`src/rtl/pwm2_pkg.sv`:
```
// Shared constants for the dual-channel PWM block: register offsets,
// per-channel field positions and the control-word reset value.
package pwm2_pkg;
    localparam int NUM_CH     = 2;
    localparam int FIELD_W    = 4;     // bits per channel in shared words
    localparam int REG_STRIDE = 8;     // bytes between per-channel registers

    localparam logic [7:0] OFF_CTRL = 8'h00;
    localparam logic [7:0] OFF_SEL  = 8'h04;
    localparam logic [7:0] OFF_CWH  = 8'h08;
    localparam logic [7:0] OFF_CWL  = 8'h0C;
    localparam logic [7:0] OFF_ONT  = 8'h18;
    localparam logic [7:0] OFF_PER  = 8'h1C;

    localparam int B_START = 0;
    localparam int B_OEB   = 1;
    localparam int B_FORCE = 2;
    localparam int B_OD    = 3;
    localparam int B_SEL   = 0;

    localparam int CTRL_W = NUM_CH * FIELD_W;

    // Control reset value: every output-enable-bar set, all else clear.
    function automatic logic [CTRL_W-1:0] ctrl_reset_value();
        logic [CTRL_W-1:0] v;
        v = '0;
        for (int ch = 0; ch < NUM_CH; ch++) v[ch*FIELD_W + B_OEB] = 1'b1;
        return v;
    endfunction

    // Byte offset of a per-channel register.
    function automatic logic [7:0] ch_offset(logic [7:0] base, int ch);
        return base + 8'(ch * REG_STRIDE);
    endfunction
endpackage

```
`src/rtl/pwm2_nco.sv`:
```
// Phase-accumulator oscillator. Adds the control word every clock
// while run is high; the top accumulator bit is the square-wave output.
// tick marks a clock where the output is 1 but was 0 one clock earlier.
// Assumes: run low clears the state synchronously.
module pwm2_nco #(
    parameter int ACC_W = 16
) (
    input  logic             clk,
    input  logic             rst_n,
    input  logic             run,
    input  logic [ACC_W-1:0] cword,
    output logic             wave,
    output logic             tick
);
    logic [ACC_W-1:0] acc;
    logic             wave_q;

    // Accumulate phase and remember the previous wave level.
    always_ff @(posedge clk) begin
        if (!rst_n || !run) begin
            acc    <= '0;
            wave_q <= 1'b0;
        end else begin
            acc    <= acc + cword;
            wave_q <= acc[ACC_W-1];
        end
    end

    assign wave = acc[ACC_W-1];
    assign tick = acc[ACC_W-1] & ~wave_q;
endmodule

```
`src/rtl/pwm2_cfgen.sv`:
```
// Period/on-time counter stepped by the oscillator tick. Wraps to zero
// at or above the period; output high while the count is below on-time.
// Assumes: run low clears the counter synchronously.
module pwm2_cfgen #(
    parameter int CNT_W = 8
) (
    input  logic             clk,
    input  logic             rst_n,
    input  logic             run,
    input  logic             tick,
    input  logic [CNT_W-1:0] on_time,
    input  logic [CNT_W-1:0] period,
    output logic             wave
);
    logic [CNT_W-1:0] cnt;

    // Step the counter on each tick and wrap at the period.
    always_ff @(posedge clk) begin
        if (!rst_n || !run)   cnt <= '0;
        else if (tick)        cnt <= (cnt >= period) ? '0 : cnt + 1'b1;
    end

    assign wave = (cnt < on_time);
endmodule

```
`src/rtl/pwm2_pad.sv`:
```
// Per-channel pin and pad control: force-high override, stop gating,
// source select, active-low enable and open-drain gating.
// Assumes: all inputs come from registers or generators of one channel.
module pwm2_pad (
    input  logic start,
    input  logic oe_n,
    input  logic force_hi,
    input  logic open_drain,
    input  logic use_cf,
    input  logic vf_wave,
    input  logic cf_wave,
    output logic pin,
    output logic oe,
    output logic od
);
    // Pin value by priority: force, stop, selected source.
    always_comb begin
        if (force_hi)      pin = 1'b1;
        else if (!start)   pin = 1'b0;
        else               pin = use_cf ? cf_wave : vf_wave;
    end

    // Pad enable: off when disabled, low-only when open-drain.
    always_comb begin
        if (oe_n)            oe = 1'b0;
        else if (open_drain) oe = ~pin;
        else                 oe = 1'b1;
    end

    assign od = open_drain;
endmodule

```
`src/rtl/pwm2_ctrl.sv`:
```
// Dual-channel PWM register block. Holds the shared control and select
// words and the per-channel control-word, on-time and period registers,
// decodes a single-cycle byte-offset bus and drives two pins.
// Assumes: one write per reg_wr cycle; reads are combinational.
module pwm2_ctrl #(
    parameter int HALF_W = 8,
    parameter int CNT_W  = 8
) (
    input  logic        clk,
    input  logic        rst_n,
    input  logic        reg_wr,
    input  logic [7:0]  reg_addr,
    input  logic [31:0] reg_wdata,
    output logic [31:0] reg_rdata,
    output logic [1:0]  pin_out,
    output logic [1:0]  pin_oe,
    output logic [1:0]  pin_od
);
    import pwm2_pkg::*;

    localparam int ACC_W = 2 * HALF_W;
    localparam logic [CTRL_W-1:0] CTRL_RST = ctrl_reset_value();

    logic [CTRL_W-1:0] ctrl_q;
    logic [NUM_CH-1:0] sel_q;
    logic [HALF_W-1:0] cwh_q [NUM_CH];
    logic [HALF_W-1:0] cwl_q [NUM_CH];
    logic [CNT_W-1:0]  ont_q [NUM_CH];
    logic [CNT_W-1:0]  per_q [NUM_CH];

    logic unused_wdata_hi;
    assign unused_wdata_hi = ^reg_wdata[31:CTRL_W];

    // Register writes with reset to the disabled state.
    always_ff @(posedge clk) begin
        if (!rst_n) begin
            ctrl_q <= CTRL_RST;
            sel_q  <= '0;
            for (int ch = 0; ch < NUM_CH; ch++) begin
                cwh_q[ch] <= '0;
                cwl_q[ch] <= '0;
                ont_q[ch] <= '0;
                per_q[ch] <= '0;
            end
        end else if (reg_wr) begin
            if (reg_addr == OFF_CTRL) ctrl_q <= reg_wdata[CTRL_W-1:0];
            for (int ch = 0; ch < NUM_CH; ch++) begin
                if (reg_addr == OFF_SEL)
                    sel_q[ch] <= reg_wdata[ch*FIELD_W + B_SEL];
                if (reg_addr == ch_offset(OFF_CWH, ch)) cwh_q[ch] <= reg_wdata[HALF_W-1:0];
                if (reg_addr == ch_offset(OFF_CWL, ch)) cwl_q[ch] <= reg_wdata[HALF_W-1:0];
                if (reg_addr == ch_offset(OFF_ONT, ch)) ont_q[ch] <= reg_wdata[CNT_W-1:0];
                if (reg_addr == ch_offset(OFF_PER, ch)) per_q[ch] <= reg_wdata[CNT_W-1:0];
            end
        end
    end

    // Readback mux; unmapped offsets and unused bits read zero.
    always_comb begin
        reg_rdata = '0;
        if (reg_addr == OFF_CTRL) reg_rdata = 32'(ctrl_q);
        for (int ch = 0; ch < NUM_CH; ch++) begin
            if (reg_addr == OFF_SEL)
                reg_rdata[ch*FIELD_W + B_SEL] = sel_q[ch];
            if (reg_addr == ch_offset(OFF_CWH, ch)) reg_rdata = 32'(cwh_q[ch]);
            if (reg_addr == ch_offset(OFF_CWL, ch)) reg_rdata = 32'(cwl_q[ch]);
            if (reg_addr == ch_offset(OFF_ONT, ch)) reg_rdata = 32'(ont_q[ch]);
            if (reg_addr == ch_offset(OFF_PER, ch)) reg_rdata = 32'(per_q[ch]);
        end
    end

    for (genvar ch = 0; ch < NUM_CH; ch++) begin : g_ch
        logic run, vf, tk, cf;
        assign run = ctrl_q[ch*FIELD_W + B_START];

        pwm2_nco #(.ACC_W(ACC_W)) u_nco (
            .clk(clk), .rst_n(rst_n), .run(run),
            .cword({cwh_q[ch], cwl_q[ch]}), .wave(vf), .tick(tk)
        );

        pwm2_cfgen #(.CNT_W(CNT_W)) u_cf (
            .clk(clk), .rst_n(rst_n), .run(run), .tick(tk),
            .on_time(ont_q[ch]), .period(per_q[ch]), .wave(cf)
        );

        pwm2_pad u_pad (
            .start(run),
            .oe_n(ctrl_q[ch*FIELD_W + B_OEB]),
            .force_hi(ctrl_q[ch*FIELD_W + B_FORCE]),
            .open_drain(ctrl_q[ch*FIELD_W + B_OD]),
            .use_cf(sel_q[ch]),
            .vf_wave(vf), .cf_wave(cf),
            .pin(pin_out[ch]), .oe(pin_oe[ch]), .od(pin_od[ch])
        );
    end
endmodule

```
`config.mk`:
```
export PLATFORM = sky130hd
export DESIGN_NAME = pwm2_ctrl
export DESIGN_NICKNAME = d
export VERILOG_FILES = /design/src/rtl/pwm2_pkg.sv /design/src/rtl/pwm2_nco.sv /design/src/rtl/pwm2_cfgen.sv /design/src/rtl/pwm2_pad.sv /design/src/rtl/pwm2_ctrl.sv
export SDC_FILE = /design/constraint.sdc
export NUM_CORES = 1
export LEC_CHECK = 0
export BUFFER_PORTS_ARGS = -buffer_cell sky130_fd_sc_hd__buf_2
export CORE_MARGIN = 1.5
export CORE_UTILIZATION = 35
export DETAILED_ROUTE_END_ITERATION = 10
export PLACE_DENSITY = 0.62
export SYNTH_ARGS = -nofsm -noshare
export SYNTH_HDL_FRONTEND = slang
export SYNTH_SLANG_ARGS = --single-unit
```
`constraint.sdc`:
```
create_clock -name clk -period 1.94 [get_ports clk]
set_clock_uncertainty 0.05 [all_clocks]
set_input_delay 0.097 -clock clk [delete_from_list [all_inputs] [get_ports clk]]
set_output_delay 0.097 -clock clk [all_outputs]
set_load 0.005 [all_outputs]
```
Word level (Yosys, flattened, before mapping)
Memory sizes are Yosys's and may differ from the RTL's.
Cells that the tools add are included.
Widths: inputs -> output; s select.
- bits in registers: 60
- memory bits (writable): 64
- input bits: 43
- word-level logic and storage cells: 115
- memories kept: 4
- add/subtract/negate cells: 4
- magnitude comparators: 4
- eq/ne operators: 9
- muxes and demuxes: 64
- bitwise operators: 14
- reductions and logical operators: 8
- memories (name ; words ; bits a word ; read ports ; clocked after memory_dff ; write ports ; line ; text):
    cwh_q ; 2 ; 8 ; 2 ; 0 ; 2 ; pwm2_ctrl.sv:26 ; logic [HALF_W-1:0] cwh_q [NUM_CH];
    cwl_q ; 2 ; 8 ; 2 ; 0 ; 2 ; pwm2_ctrl.sv:27 ; logic [HALF_W-1:0] cwl_q [NUM_CH];
    ont_q ; 2 ; 8 ; 2 ; 0 ; 2 ; pwm2_ctrl.sv:28 ; logic [CNT_W-1:0] ont_q [NUM_CH];
    per_q ; 2 ; 8 ; 2 ; 0 ; 2 ; pwm2_ctrl.sv:29 ; logic [CNT_W-1:0] per_q [NUM_CH];
- operators with widths (kind ; count):
    $mux 32 ; 8
    $mux 8 ; 11
    $mux 1 ; 45
    $add 16x16->16 ; 2
    $eq 8x5->1 const B ; 4
    $add 8x1->8 const B ; 2
    $eq 8x4->1 const B ; 2
    $eq 8x6->1 const B ; 2
    $ge 8x8->1 ; 2
    $lt 8x8->1 ; 2
    $eq 8x3->1 const B ; 1
    $logic_not 8->1 ; 1
    $or 1x1->1 ; 8
    $not 1->1 ; 4
    $reduce_and 2->1 ; 2
    $logic_not 1->1 ; 3
    $and 1x1->1 ; 2
    $logic_or 1x1->1 ; 2

Logic depth before layout (Yosys ltp)
Gate-level depths: netlist of run 1.
- depth in word-level cells: 12
- depth in mapped cells: 9
- mapped depth without buffers: 9

Modules after synthesis
A second synthesis of run 1 with hierarchy kept.
- cell total of the unflattened synthesis: 779
- area, all modules: 7773.7 um^2
- modules (own cells, without submodules) (module ; times used ; cells each ; area an instance (um^2)):
    pwm2_ctrl ; 1 ; 326 ; 3814.9
    pwm2_cfgen ; 2 ; 93 ; 785.8
    pwm2_nco at g_ch[1].u_nco ; 1 ; 132 ; 1169.9
    pwm2_nco at g_ch[0].u_nco ; 1 ; 125 ; 1129.8
    pwm2_pad ; 2 ; 5 ; 43.8

Worst setup path before layout of run 1
No wires, ideal clock.
- kind: input to register
- start: in reg_addr[3]
- end: mem ont_q[1][2], in the netlist ont_q[0][10], enable pin
- data arrival time: 1637 ps
- data required time: 1506 ps
- slack: -131 ps
- cell stages on the path: 5
- buffers on the path: 2
- cell sequence: buf_2 > nor4_2 > nand2_1 > clkbuf_1 > o21ai_0
- RTL lines (what ; line ; text):
    start: declaration ; pwm2_ctrl.sv:12 ; input logic [7:0] reg_addr,
    end: declaration ; pwm2_ctrl.sv:28 ;

==> results of run 1 <==
-- sequential cells by signal, summed over array words and instances, names as in the netlist --
signal / count
sel_q: 2
cwh_q: 16
ctrl_q: 8
g_ch.u_nco.wave_q: 2
per_q: 16
ont_q: 16
g_ch.u_nco.acc: 32
cwl_q: 16
g_ch.u_cf.cnt: 16
-- metal layers --
layer / GRT usage / wire (um) / up-vias
met5: 0 / 0 / -
met4: 0.0663 / 372 / 0
met3: 0.0374 / 1230 / 24
met2: 0.302 / 9370 / 159
met1: 0.239 / 8730 / 2892
li1: - / - / 3024
-- cells in the mapped netlist (4+ instances only) --
cell type  count  area share
edfxtp_1      64        0.26
ha_1          62        0.10
dfxtp_1       60        0.16
nor2_1        60       0.030
nand2_1       54       0.027
o21ai_0       47       0.032
inv_1         41       0.021
a21oi_1       37       0.025
and2_1        37       0.031
buf_4         30       0.030
nor2b_1       21       0.018
nand3_1       20       0.014
a21o_1        16       0.016
mux2i_1       16       0.022
xor2_1        16       0.019
nand2b_1      15       0.013
o21ai_1       15       0.010
xnor2_1       12       0.014
nand4_1       11      0.0093
and3_1        10      0.0084
clkbuf_1      10      0.0051
nor3_1         9      0.0061
a211oi_1       7      0.0071
a21boi_1       7      0.0071
a31oi_1        6      0.0051
o21a_1         6      0.0061
o221ai_1       6      0.0071
o22a_1         5      0.0059
o22ai_1        5      0.0042
a22o_1         4      0.0047
buf_2          4      0.0027
o211ai_1       4      0.0041
o21bai_1       4      0.0041
or3_1          4      0.0034
-- placed cells by master (no fill, tap or decap), types with 24 or more instances in the layout --
master,netlist,layout
conb_1,1,24
buf_2,4,31
and2_1,37,36
dfxtp_1,60,53
a21oi_1,37,27
nand2_1,54,52
buf_4,30,101
inv_1,41,37
edfxtp_1,64,64
o21ai_0,47,27
nor2_1,60,50
o21ai_1,15,25
ha_1,62,49
-- power by group --
group | internal [W] | leakage [nW] | switching (W) | total [W]
logic | 0.000258 | 2.77 | 0.000322 | 0.000579
registers | 0.00283 | 1.09 | 0.0000590 | 0.00289
clock network | 0.00198 | 0.286 | 0.00113 | 0.00311
total | 0.00506 | 4.15 | 0.00151 | 0.00657
-- worst max-delay path, cell delays in order, from the launching register on --
cell	delay, ns
edfxtp_1	0.43
inv_2	0.10
ha_4	0.20
a21o_1	0.18
a211oi_2	0.17
o21ai_1	0.12
a21oi_2	0.16
buf_4	0.15
a21oi_2	0.04
buf_2	0.12
-- through the flow --
stage / hold WS (ns) / TNS, ns
floorplan: 0.171 / -2.23
global placement: 0.373 / -0.906
detailed placement: 0.371 / -1.23
CTS: 0.0314 / -1.95
global route: 0.0335 / -3.97
finish: 0.0495 / -2.08
-- logic make-up after synthesis --
group,count (synthesis)
AOI/OAI and AO/OA,188
xor gates and xnor gates,28
adders and majority gates,64
buffers and inverters,88
DFF,124
muxes,21
other,1
and+or+nand+nor,258
-- final cells by class --
type	instances	share of cell area
well taps	275	0.0356
clock inverters	5	0.00530
clock buffers	27	0.0543
repair buffers	148	0.114
flip-flops and latches	124	0.324
diodes	1	0.000259
multi-input cells	583	0.451
inverters	41	0.0159
-- worst max-delay path by stage --
stage / end / slack [ns] / cells past startpoint
5_1_grt: pin_oe[0] / -0.36 / 9
3_3_place_gp: g_ch[0].u_nco.acc[12]$_SDFF_PP0_ / -0.14 / 9
2_1_floorplan: ont_q[0][10]$_DFFE_PP_ / -0.13 / 5
6_report: pin_oe[0] / -0.29 / 9
3_5_place_dp: g_ch[0].u_nco.acc[12]$_SDFF_PP0_ / -0.18 / 9
4_1_cts: pin_oe[0] / -0.32 / 9
-- timing repair --
item,CTS,global route
setup buffers,6,13
gates resized for setup,43,73
endpoints found under the setup margin,22,46
hold buffers,9,0
endpoints found under the hold margin,8,0
pin swaps,33,33
==> flow_metrics.tcl, run 1 <==
set metrics [dict create \
    utilization 0.463 \
    synthArstFlopShare 0 \
    synth_edf_count 64 \
    synth_compound_area_frac 0.162 \
    finalWorstSetupSlack_ns -0.286 \
    yosysUniqueCellTypes 65 \
    start_util 0.355 \
    drc 0 \
    grt-ovfl-total 0 \
    power_w 0.00657 \
    path_class "reg2out" \
    vias 6099 \
    final_area_sq_um 9680 \
    cp-end-kind "output pin" \
    netlist_area_sq_um 7410 \
    antenna_found_initial 1 \
    setup_violations 13 \
    hold_start "rst_n" \
    maxCapViolCount 0 \
    routed_via_density 5.07 \
    clock-root-buffer "clkbuf_16" \
    arrival_ns 2.08 \
    worst_ep_required_time_ns 1.79 \
    synth_fa_ha_area_frac 0.110 \
    drt_wl_total_mm 19.7 \
    min_period_ns 2.23 \
    placed_cells 1148 \
    irDropWorstVdd_mv 0.587 \
    detail-route-antenna-nets 0 \
    start_kind "register" \
    synthXorXnorAreaFrac 0.0331 \
    drt_iter0_drc 346 \
    r2r-start "cwl_q[0][0]$_DFFE_PP_" \
    crit_path_start "ont_q[0][4]$_DFFE_PP_" \
    cts_buffer_depth 2 \
    grt_start_max_net_pins 21 \
    synth_top_family_by_area "simple AND/OR/NAND/NOR gates" \
    n_fill_cell 2001 \
    place_area_sq_um 8460 \
    htree_levels 4 \
    final-max-slew-violation-count 0 \
    wl_per_cell_um 16.4 \
    pin_count 81 \
    hold_violations 0 \
    regArea_sq_um 3130 \
    fin_nets 1022 \
    min_period_over_period 1.15 \
    rsz0062_at_grt "yes" \
    cts_num_sinks 124 \
    crit_fanout 2 \
    r2r_end "g_ch[0].u_nco.acc[14]$_SDFF_PP0_" \
    pre_cts_ws_ns -0.177 \
    synth_ff_type "edfxtp_1" \
    final-instance-count-excl-fill 1204 \
    die_w_um 148 \
    status "finished, violations left" \
    failed_checks "setup timing" \
    hold_path_end "ctrl_q[3]$_SDFFE_PN0P_" \
    yosysWarnings 0 \
    synthToLayoutAreaGrowth_pct 30.7 \
    multiInputGateArea_sq_um 4370 \
    grtUsageTotal 0.184 \
    holdPathStages 2 \
    cts_tree "done" \
    synth_mux_area_frac 0.0307 \
    rr_worst_depth 9 \
    portBuffers 32 \
    drive_above_1_share 0.292 \
    ys_ff_latch 124 \
    die_area_sq_um 22000 \
    seq_area_frac_synth 0.422 \
    fmaxAchievable_ghz 0.449 \
    synth-simple-area-share 0.182 \
    die_h_um 148 \
    syn_area_per_cell_sq_um 9.59 \
    core_sq_um 20900 \
    hpwl_mm 15.1 \
    reg2reg_slack_ns -0.19 \
    dr.pass1.iters 5 \
    grt_pass1_vias 5948 \
    std_cell_rows 53 \
    power_density_nw_per_um2 679 \
    grt_pass1_wl_mm 30.7 \
    syn_inst 772 \
    insertion_delay_ns 0.42 \
    cts.reportedPaths.clkPinSlew_ns 0.06 \
    hold_path.class "in2reg" \
    cts_buffers 17 \
    p_leak_nw 4.15 \
    place.gp.congestion 0.878 \
]
No activity file was read; power rests on OpenSTA's default activity.
==> run 2, diff against run 1 <==
--- a/config.mk
+++ b/config.mk
@@ -5,10 +5,12 @@
 export SDC_FILE = /design/constraint.sdc
 export NUM_CORES = 1
 export LEC_CHECK = 0
+export ABC_AREA = 1
 export BUFFER_PORTS_ARGS = -buffer_cell sky130_fd_sc_hd__buf_2
 export CORE_MARGIN = 1.5
 export CORE_UTILIZATION = 35
 export DETAILED_ROUTE_END_ITERATION = 10
+export HOLD_SLACK_MARGIN = 0.08
 export PLACE_DENSITY = 0.62
 export SYNTH_ARGS = -nofsm -noshare
 export SYNTH_HDL_FRONTEND = slang
==> run 2 against run 1 <==
  * The run still ends with setup timing left
  * Utilization is 2.2 points lower
  * Worst setup slack better by 0.14 ns
  * Clock-buffer cell count is 8 lower
  * First-iteration DRC count is 71% higher
  * Synthesized cell count is 19% higher
  * Final area is 4.8% lower
  * Combinational power is 28% lower
  * Maximum frequency is 6.6% higher
  * Synthesized area hardly changed
  * Sequential cell count stayed put
  * Critical path type unchanged
  * Largest power group unchanged
==> flow_metrics.tcl, run 2 <==
set metrics [dict create \
    status "finished, violations left" \
    failed_checks "setup timing" \
    netlist.area_leader.share 0.260 \
    worst_ep_required_time_ns 1.79 \
    setup_violations 4 \
    htree_levels 4 \
    wl_per_cell_um 15.6 \
    drt_wl_total_mm 20.3 \
    cp-end-kind "output pin" \
    worst_pin_slew_ns 0.609 \
    drt_iter0_drc 591 \
    antenna_found_initial 0 \
    antenna_cells 0 \
    synth_ff_type "edfxtp_1" \
    cp_common_cell "nand2_1" \
    drc 0 \
    final-max-slew-violation-count 0 \
    min_period_ns 2.09 \
    maxCapViolCount 0 \
    cpLargestDelayFamily "simple AND/OR/NAND/NOR gates" \
    synthArstFlopShare 0 \
    synth_fa_ha_area_frac 0.110 \
    yosysTopAreaCell "edfxtp_1" \
    clock-root-buffer "clkbuf_16" \
    setup_tns_ns -0.497 \
    grt_pass1_wl_mm 31.0 \
    start_kind "register" \
    grt_pass1_vias 5838 \
    std_cell_rows 53 \
    arrival_ns 1.94 \
    p_leak_nw 4.26 \
    synth-simple-area-share 0.238 \
    hold_path.class "in2reg" \
    synth_mux_area_frac 0 \
    synth_top_family_by_area "simple AND/OR/NAND/NOR gates" \
    vias 6403 \
    place.gp.congestion 0.910 \
    cts_buffer_depth 2 \
    synthToLayoutAreaGrowth_pct 24.4 \
    cts.reportedPaths.clkPinSlew_ns 0.06 \
    cts_tree "done" \
    largest_register "g_ch.u_nco.acc" \
    crit_fanout 2 \
    synth_edf_count 64 \
    largest_reg_flops 32 \
    cts_num_sinks 124 \
    hold_violations 0 \
    hpwl_mm 15.4 \
    routed_via_density 4.93 \
    netlist_area_sq_um 7400 \
    power_w 0.00680 \
    path_class "reg2out" \
    cts_buffers 17 \
    core_sq_um 20900 \
    finalWorstSetupSlack_ns -0.149 \
    syn_inst 917 \
    irDropWorstVdd_mv 0.630 \
    worst-path-buf-inv 2 \
    ys_ff_latch 124 \
    synthXorXnorAreaFrac 0.0154 \
    slew_headroom 0.592 \
    grt_start_max_net_pins 17 \
    placed_cells 1236 \
    power_density_nw_per_um2 738 \
    dr.pass1.iters 5 \
    fin_nets 1118 \
    synth_area_leaders "edfxtp_1, dfxtp_1, ha_1, nand2_1, inv_1" \
    fmaxAchievable_ghz 0.479 \
    drive_above_1_share 0.224 \
    cpMaxStageDelayCell "edfxtp_1" \
    crit_chain "inv_2 -> ha_4 -> nand2_2 -> nand2_1 -> nand2_1 -> nand2_1 -> nand2_1 -> nand3_2 -> nand2_2 -> nand2_2 -> nand2_4 -> a21oi_4 -> buf_2" \
    die_h_um 148 \
    die_w_um 148 \
    p_seq_frac 0.425 \
    detail-route-antenna-nets 0 \
    die_area_sq_um 22000 \
    switchingPower_w 0.00156 \
    clkPwrFrac 0.514 \
    seq_area_frac_synth 0.422 \
    grtUsageTotal 0.186 \
    p_int_w 0.00524 \
    portBuffers 32 \
    pin_count 81 \
    netlist_top_cells_count "nand2_1, inv_1, nor2_1, a21oi_1, edfxtp_1" \
    insertion_delay_ns 0.43 \
    final_cell_mix "nand2_1, nor2_1, inv_1, a21oi_1, edfxtp_1" \
    critPathMaxStageDelay_ns 0.34 \
    final_common_cell "nand2_1" \
    grt-ovfl-total 0 \
    final_area_sq_um 9210 \
    rsz0062_at_grt "yes" \
    place_area_sq_um 7930 \
    min_period_over_period 1.08 \
    synth_compound_area_frac 0.116 \
    yosysWarnings 0 \
    sw_frac_of_total 0.230 \
    yosysMostFrequentCell "nand2_1" \
    final-instance-count-excl-fill 1299 \
    start_util 0.354 \
    syn_area_per_cell_sq_um 8.07 \
    p_comb_frac 0.062 \
    yosysUniqueCellTypes 42 \
]
==> run 2: final cells by class <==
class,count,area [sq um]
inverter,125,472
sequential,124,3130
multi-input combinational,655,4000
timing repair buffer,88,613
clock inverter,13,189
fill,2031,11700
tap,275,344
clock buffer,19,464
==> run 2: routing by layer <==
metal	up-vias	wire length, um	global-route usage
met1	2961	8870	0.240
met4	0	405	0.0708
met2	232	9790	0.311
li1	3175	-	-
met5	-	0	0
met3	35	1230	0.0316
==> run 2: power groups by stage <==
stage                     logic, W  clock network (W)  registers (W)
final                     0.000418            0.00349        0.00289
after CTS                 0.000379            0.00352        0.00289
after global routing      0.000467            0.00365        0.00289
after global placement    0.000339                  0        0.00294
after floorplan           0.000260                  0        0.00291
after detailed placement  0.000344                  0        0.00294
==> run 2: logic make-up (layout without fill, tap and decap cells) <==
kind of cell / Yosys count / in the layout
AO/OA/AOI/OAI: 157 / 157
XOR/XNOR: 13 / 13
adder cells (fa/ha/maj): 64 / 64
buffers and inverters: 161 / 245
flip-flops: 124 / 124
other: 1 / 24
AND/OR/NAND/NOR: 397 / 397
==> run 2: worst reg2reg max path, stage by stage, from the launching register on <==
cell,delay (ns)
edfxtp_1,0.44
ha_1,0.43
a21oi_2,0.21
nand2_2,0.08
buf_4,0.14
nand4_1,0.07
nand3_1,0.12
o21ai_0,0.17
a21oi_1,0.05
==> run 2: worst paths after layout <==
check,startpoint,endpoint,slack [ns],cells past startpoint
max,ont_q[0][9]$_DFFE_PP_,pin_oe[1],-0.15,13
min,reg_wdata[1],ctrl_q[1]$_SDFFE_PN1P_,0.10,3
max reg2reg,cwl_q[0][3]$_DFFE_PP_,g_ch[0].u_nco.acc[12]$_SDFF_PP0_,0.08,8
min reg2reg,g_ch[1].u_cf.cnt[0]$_SDFFE_PP0P_,g_ch[1].u_cf.cnt[0]$_SDFFE_PP0P_,0.46,2
==> run 2: metrics by stage <==
stage          utilization  setup slack (ns)  hold slack [ns]
2_1_floorplan            -             0.170            0.237
3_3_place_gp         0.379            0.0460            0.343
3_5_place_dp         0.379           -0.0166            0.349
4_1_cts              0.424            -0.171           0.0821
5_1_grt              0.441            -0.247           0.0891
6_report             0.441            -0.149            0.103
==> run 2: timing repair <==
item | in CTS | in global routing
setup endpoints to repair | 6 | 32
gates resized for setup | 35 | 58
setup buffers | 7 | 15
hold endpoints to repair | 10 | 0
hold buffers | 9 | 0
pin swaps | 10 | 32
